### src/rtl/pcpwm_pkg.sv
package pcpwm_pkg;

    localparam int CNT_W = 8;

    typedef enum logic [1:0] {
        OM_OFF    = 2'b00,
        OM_RSVD   = 2'b01,
        OM_CLR_UP = 2'b10,
        OM_SET_UP = 2'b11
    } outmode_e;

    typedef struct packed {
        logic at_top;
        logic at_bot;
        logic match;
    } evt_t;

    // Level a compare match leaves on the pin in an attached mode.
    function automatic logic match_level(input outmode_e m, input logic up);
        return up ? m[0] : ~m[0];
    endfunction

    // Level applied at top when the compare value sits at top.
    function automatic logic top_level(input outmode_e m);
        return ~m[0];
    endfunction

endpackage

### src/rtl/pcpwm_counter.sv
module pcpwm_counter #(
    parameter int W = pcpwm_pkg::CNT_W
) (
    input  logic         clk,
    input  logic         rst,
    input  logic         cnt_en,
    input  logic         wr_en,
    input  logic [W-1:0] wr_data,
    output logic [W-1:0] cnt_q,
    output logic         up_q,
    output logic         blk_q,
    output logic         tick
);
    localparam logic [W-1:0] TOP = {W{1'b1}};
    localparam logic [W-1:0] BOT = '0;
    localparam logic [W-1:0] ONE = {{(W-1){1'b0}}, 1'b1};

    logic [W-1:0] cnt_nx;
    logic         up_nx;

    assign tick = cnt_en && !wr_en;

    always_comb begin
        cnt_nx = cnt_q;
        up_nx  = up_q;
        if (up_q) begin
            if (cnt_q == TOP) begin
                up_nx  = 1'b0;
                cnt_nx = cnt_q - ONE;
            end else begin
                cnt_nx = cnt_q + ONE;
            end
        end else begin
            if (cnt_q == BOT) begin
                up_nx  = 1'b1;
                cnt_nx = cnt_q + ONE;
            end else begin
                cnt_nx = cnt_q - ONE;
            end
        end
    end

    always_ff @(posedge clk) begin
        if (rst) begin
            cnt_q <= BOT;
            up_q  <= 1'b1;
            blk_q <= 1'b0;
        end else if (wr_en) begin
            cnt_q <= wr_data;
            blk_q <= 1'b1;
        end else if (cnt_en) begin
            cnt_q <= cnt_nx;
            up_q  <= up_nx;
            blk_q <= 1'b0;
        end
    end

    // idle cycles hold counter and direction
    a_r3_hold_idle: assert property (@(posedge clk) disable iff (rst)
        (!cnt_en && !wr_en) |=> ($stable(cnt_q) && $stable(up_q)));

    // each count moves the counter by exactly one
    a_r2_unit_step: assert property (@(posedge clk) disable iff (rst)
        tick |=> (((cnt_q - $past(cnt_q)) == ONE) || (($past(cnt_q) - cnt_q) == ONE)));

    // a write loads the written value and keeps direction
    a_r4_write_loads: assert property (@(posedge clk) disable iff (rst)
        wr_en |=> (cnt_q == $past(wr_data) && $stable(up_q)));

endmodule

### src/rtl/pcpwm_ocr_buf.sv
module pcpwm_ocr_buf #(
    parameter int W = pcpwm_pkg::CNT_W
) (
    input  logic         clk,
    input  logic         rst,
    input  logic         wr_en,
    input  logic [W-1:0] wr_data,
    input  logic         tick,
    input  logic         at_top,
    output logic [W-1:0] act_q
);
    logic [W-1:0] hold_q;

    always_ff @(posedge clk) begin
        if (rst) begin
            hold_q <= '0;
            act_q  <= '0;
        end else begin
            if (wr_en) begin
                hold_q <= wr_data;
            end
            if (tick && at_top) begin
                act_q <= hold_q;
            end
        end
    end

    // active compare only changes on a count at top
    a_r10_load_at_top: assert property (@(posedge clk) disable iff (rst)
        !(tick && at_top) |=> $stable(act_q));

endmodule

### src/rtl/pcpwm_wavegen.sv
module pcpwm_wavegen
    import pcpwm_pkg::*;
#(
    parameter int W = pcpwm_pkg::CNT_W
) (
    input  logic         clk,
    input  logic         rst,
    input  logic         tick,
    input  logic [W-1:0] cnt,
    input  logic         up,
    input  logic         blk,
    input  logic [W-1:0] ocr_act,
    input  outmode_e     mode,
    output logic         wave_q,
    output evt_t         evt_q
);
    localparam logic [W-1:0] TOP = {W{1'b1}};
    localparam logic [W-1:0] BOT = '0;

    logic attached;
    logic ocr_at_top;
    logic hit;
    evt_t evt_nx;

    assign attached   = mode[1];
    assign ocr_at_top = attached && (ocr_act == TOP);
    assign hit        = tick && !blk && (cnt == ocr_act) && !ocr_at_top;

    always_comb begin
        evt_nx.at_top = tick && (cnt == TOP);
        evt_nx.at_bot = tick && (cnt == BOT);
        evt_nx.match  = hit;
    end

    always_ff @(posedge clk) begin
        if (rst) begin
            wave_q <= 1'b0;
            evt_q  <= '0;
        end else begin
            evt_q <= evt_nx;
            if (tick && attached) begin
                if (ocr_at_top && cnt == TOP) begin
                    wave_q <= top_level(mode);
                end else if (hit) begin
                    wave_q <= match_level(mode, up);
                end
            end
        end
    end

    // a masked count raises no match
    a_r5_masked_no_match: assert property (@(posedge clk) disable iff (rst)
        (tick && blk) |=> !evt_q.match);

    // top and bottom events never coincide
    a_r11_flags_exclusive: assert property (@(posedge clk) disable iff (rst)
        !(evt_q.at_top && evt_q.at_bot));

    // waveform holds without a count
    a_r3_wave_idle: assert property (@(posedge clk) disable iff (rst)
        !tick |=> $stable(wave_q));

    // compare value at top never raises a match in attached modes
    a_r9_top_no_match: assert property (@(posedge clk) disable iff (rst)
        (tick && ocr_at_top) |=> !evt_q.match);

endmodule

### src/rtl/pcpwm_timer.sv
module pcpwm_timer
    import pcpwm_pkg::*;
#(
    parameter int W = pcpwm_pkg::CNT_W
) (
    input  logic         clk,
    input  logic         rst,
    input  logic         cnt_en,
    input  logic [1:0]   com_mode,
    input  logic         port_val,
    input  logic         ocr_we,
    input  logic [W-1:0] ocr_wdata,
    input  logic         tcnt_we,
    input  logic [W-1:0] tcnt_wdata,
    output logic [W-1:0] tcnt_q,
    output logic         wave_out,
    output logic         top_flag,
    output logic         bot_flag,
    output logic         match_flag
);
    localparam logic [W-1:0] TOP = {W{1'b1}};

    logic [W-1:0] cnt;
    logic         up;
    logic         blk;
    logic         tick;
    logic [W-1:0] ocr_act;
    logic         wave_lvl;
    evt_t         evt;
    outmode_e     mode;

    assign mode = outmode_e'(com_mode);

    pcpwm_counter #(.W(W)) u_cnt (
        .clk     (clk),
        .rst     (rst),
        .cnt_en  (cnt_en),
        .wr_en   (tcnt_we),
        .wr_data (tcnt_wdata),
        .cnt_q   (cnt),
        .up_q    (up),
        .blk_q   (blk),
        .tick    (tick)
    );

    pcpwm_ocr_buf #(.W(W)) u_ocr (
        .clk     (clk),
        .rst     (rst),
        .wr_en   (ocr_we),
        .wr_data (ocr_wdata),
        .tick    (tick),
        .at_top  (cnt == TOP),
        .act_q   (ocr_act)
    );

    pcpwm_wavegen #(.W(W)) u_wave (
        .clk     (clk),
        .rst     (rst),
        .tick    (tick),
        .cnt     (cnt),
        .up      (up),
        .blk     (blk),
        .ocr_act (ocr_act),
        .mode    (mode),
        .wave_q  (wave_lvl),
        .evt_q   (evt)
    );

    assign tcnt_q     = cnt;
    assign wave_out   = mode[1] ? wave_lvl : port_val;
    assign top_flag   = evt.at_top;
    assign bot_flag   = evt.at_bot;
    assign match_flag = evt.match;

    // disconnected modes pass the port level
    a_r6_passthrough: assert property (@(posedge clk) disable iff (rst)
        !com_mode[1] |-> (wave_out == port_val));

endmodule

### config.mk
export PLATFORM = sky130hd
export DESIGN_NAME = pcpwm_timer
export DESIGN_NICKNAME = d
export VERILOG_FILES = /design/src/rtl/pcpwm_pkg.sv /design/src/rtl/pcpwm_counter.sv /design/src/rtl/pcpwm_ocr_buf.sv /design/src/rtl/pcpwm_wavegen.sv /design/src/rtl/pcpwm_timer.sv
export SDC_FILE = /design/constraint.sdc
export NUM_CORES = 1
export LEC_CHECK = 0
export BUFFER_PORTS_ARGS = -buffer_cell sky130_fd_sc_hd__buf_4
export CORE_MARGIN = 5
export CORE_UTILIZATION = 45
export CTS_CLUSTER_DIAMETER = 200
export CTS_CLUSTER_SIZE = 30
export DETAILED_ROUTE_END_ITERATION = 8
export MAX_ROUTING_LAYER = met4
export PLACE_DENSITY = 0.68
export SLEW_MARGIN = 20
export SYNTH_ARGS = -nofsm -noshare
export SYNTH_HDL_FRONTEND = slang
export SYNTH_SLANG_ARGS = --single-unit
### constraint.sdc
create_clock -name clk -period 2.6 [get_ports clk]
set_clock_uncertainty 0.2 [all_clocks]
set_input_delay 0.52 -clock clk [delete_from_list [all_inputs] [get_ports clk]]
set_output_delay 0.52 -clock clk [all_outputs]
set_load 0.005 [all_outputs]
==> impl_metrics.ini <==
[outcome]
status = finished, final reports clean

[synthesis]
synth-seq-cells = 30
synthMostInstantiatedCell = dfxtp_1
synth_commonest_cells = dfxtp_1 (30), nor2_1 (28), mux2i_1 (16)
synthArstFlopShare_pct = 0
synth.area.top_cells = dfxtp_1 (34%), mux2i_1 (9.1%), nor2_1 (6.0%), xnor2_1 (4.0%), nand3_1 (3.7%)
yosysSeqAreaShare_pct = 34.1
syn_area_um2 = 1760
netlist_instances = 208
synth.top_cell.area_share_pct = 34.1
avgSynthCellArea_um2 = 8.46
yosys_warnings = 0
synth_edf_count = 0
synthFlopType = dfxtp_1
synth_cell_type_count = 54
synth_largest_area_cell = dfxtp_1
synthesis.nets = 235

[setup_path]
crit_family = compound AO/OA/AOI/OAI gates
critPathSlowestCell = dfxtp_1
worstSetupEndpointType = flip-flop
cp_num_buf_inv = 0
crit_chain = ha_1 > nand3_1 > o21ai_1 > a211oi_2 > or2_1 > a2111oi_2
max_stage_delay_ns = 0.46
path_depth = 6
r2r_setup_slack_ns = 0.38
startpoint_type = flip-flop
path_max_fanout = 7
r2r_start = u_cnt.cnt_q[0]$_SDFFE_PP0P_
worstPathRequired_ns = 2.59
reg2reg_to = u_cnt.cnt_q[4]$_SDFFE_PP0P_
reg2reg_depth = 6
critPathKind = flip-flop to flip-flop
arrival_ns = 2.21

[drt]
wire_per_inst_um = 14.3
routed_wl_um = 4090
firstDrtPassIters = 4
ant_nets = 0
drtIter0Drc = 167
viasPerCell = 5.53
drc = 0
vias = 1583

[min_path]
hp-class = primary input to flip-flop
hold_start = ocr_wdata[5]
min_path_cells = 3
holdPathEnd = u_ocr.hold_q[5]$_SDFFE_PP0P_

[finish]
antenna_cells = 0
nets = 265
final_cell_area_um2 = 2100
syn2layout_area_growth_pct = 19.2
drive_gt1_share_pct = 21.8

[die]
rows = 22
fp.dieW_um = 72.5
start_util_pct = 47.3
core-area_um2 = 3720
dieArea_um2 = 5260
top_level_ports = 36
die_y_um = 72.5

[pwr]
p_leak_uw = 0.000892
power_switching_uw = 288
clock_power_share_pct = 33.5
seq_power_share_pct = 48.9
switching_share_pct = 27.6
power_density_nw_per_um2 = 498
irDropWorstVdd_v = 0.000337
pwr-share-comb_pct = 17.6
intPower_uw = 756

[clocking]
cts_buffers = 5
clock_latency_ns = 0.29
cts_tree = done
clock_path_buffers = 2
clock_sinks = 30
hold_buffers = 0
cts-resized-gates = 0
postCtsSetupRepairBufs = 0
cts_root_buf = clkbuf_8
cts_htree_levels = 2
cts.clk_slew.worst_paths_ns = 0.07

[global_route]
grt_first_pass_wirelength_um = 7200
antenna_found_initial = 0
grt.total_usage_pct = 17.5
grt_pass1_vias = 1554
gr-total-overflow = 0
grt_max_degree = 34

[timing]
fin_crit_ns = 2.22
rsz0062_at_grt = no
hold_viol_final = 0
period_share_pct = 85.3
worst_pin_slew_ns = 0.438
setup_viol = 0
relSlewSlack_pct = 70.6
clock.fmax_mhz = 451
setup_ws_ns = 0.383
drv_slew = 0
tns_ns = 0

[placement]
port_buffers = 35
dpl_cell_area_um2 = 2020
place_congestion = 0.928
place_ws_ns = 0.409
dpl.hpwl_um = 3040

[flow_run]
cap_violations = 0
## worst max path at each step
| stage | from | end | slack [ns] |
|---|---|---|---|
| after floorplan | u_cnt.cnt_q[0]$_SDFFE_PP0P_ | u_cnt.cnt_q[3]$_SDFFE_PP0P_ | 0.53 |
| after global placement | u_cnt.cnt_q[0]$_SDFFE_PP0P_ | u_cnt.cnt_q[4]$_SDFFE_PP0P_ | 0.50 |
| after detailed placement | u_cnt.cnt_q[0]$_SDFFE_PP0P_ | u_cnt.cnt_q[3]$_SDFFE_PP0P_ | 0.41 |
| after CTS | u_cnt.cnt_q[0]$_SDFFE_PP0P_ | u_cnt.cnt_q[3]$_SDFFE_PP0P_ | 0.39 |
| after global routing | u_cnt.cnt_q[0]$_SDFFE_PP0P_ | u_cnt.cnt_q[4]$_SDFFE_PP0P_ | 0.20 |
| final | u_cnt.cnt_q[0]$_SDFFE_PP0P_ | u_cnt.cnt_q[4]$_SDFFE_PP0P_ | 0.38 |
## tightest hold or removal path, delay by kind of cell
family	cells	cell delay (ns)
buf+inv	1	0.07
mux	1	0.05
simple gates	1	0.07
## stage by stage
step                      hold WS, ns  util, %  power, uW  cells
after floorplan                 0.258        -        635    208
after global placement          0.273     54.4        703    279
after detailed placement        0.284     54.4        704    279
after CTS                       0.271     56.4       1050    286
after global routing            0.274     56.4       1100    286
final                           0.273     56.4       1040    286
## layout by cell type, fill, tap and decap left out, drive strengths merged, types with 6 or more instances in the layout
master	netlist	final
dfxtp	30	30
nand3	13	13
inv	7	7
buf	9	36
xnor2	8	8
nor3	10	10
clkbuf	4	7
nand2	7	7
nor2	28	28
a21oi	8	8
o21ai	6	6
mux2i	16	16
## flip-flops by register name, indices dropped and copies added (netlist names)
name	flops
u_wave.wave_q	1
u_cnt.blk_q	1
u_cnt.cnt_q	8
u_ocr.hold_q	8
u_cnt.up_q	1
u_wave.evt_q	3
u_ocr.act_q	8
## kinds of logic after synthesis
| group | count (synthesis) | share of synthesized area, % |
|---|---|---|
| mux | 17 | 9.74 |
| simple gates | 95 | 29.3 |
| buf+inv | 20 | 5.41 |
| compound gates | 32 | 13.8 |
| fa+ha+maj | 3 | 2.13 |
| flops | 30 | 34.1 |
| xor+xnor | 11 | 5.48 |
## per-layer routing
layer,part of all wire [%],vias up,global-route usage (%),wire (um)
li1,-,811,-,-
met4,1.4,0,6.97,56
met5,0,-,-,0
met3,6.9,8,3.88,281
met2,42,55,24.6,1710
met1,50,709,24.2,2040
## final cells by class
type / count / area (um^2)
multi-input combinational: 158 / 1060
timing repair buffer: 36 / 270
sequential: 30 / 601
clock buffer: 7 / 76.3
fill: 379 / 1620
tap: 48 / 60.1
inverter: 7 / 26.3
## power by group through the flow
stage | registers (uW) | clock network [uW] | logic (uW)
finish | 511 | 350 | 184
floorplan | 503 | 0 | 133
detailed placement | 520 | 0 | 183
global placement | 520 | 0 | 183
global route | 514 | 380 | 205
CTS | 510 | 356 | 184
No activity file was read; power rests on OpenSTA's default activity.
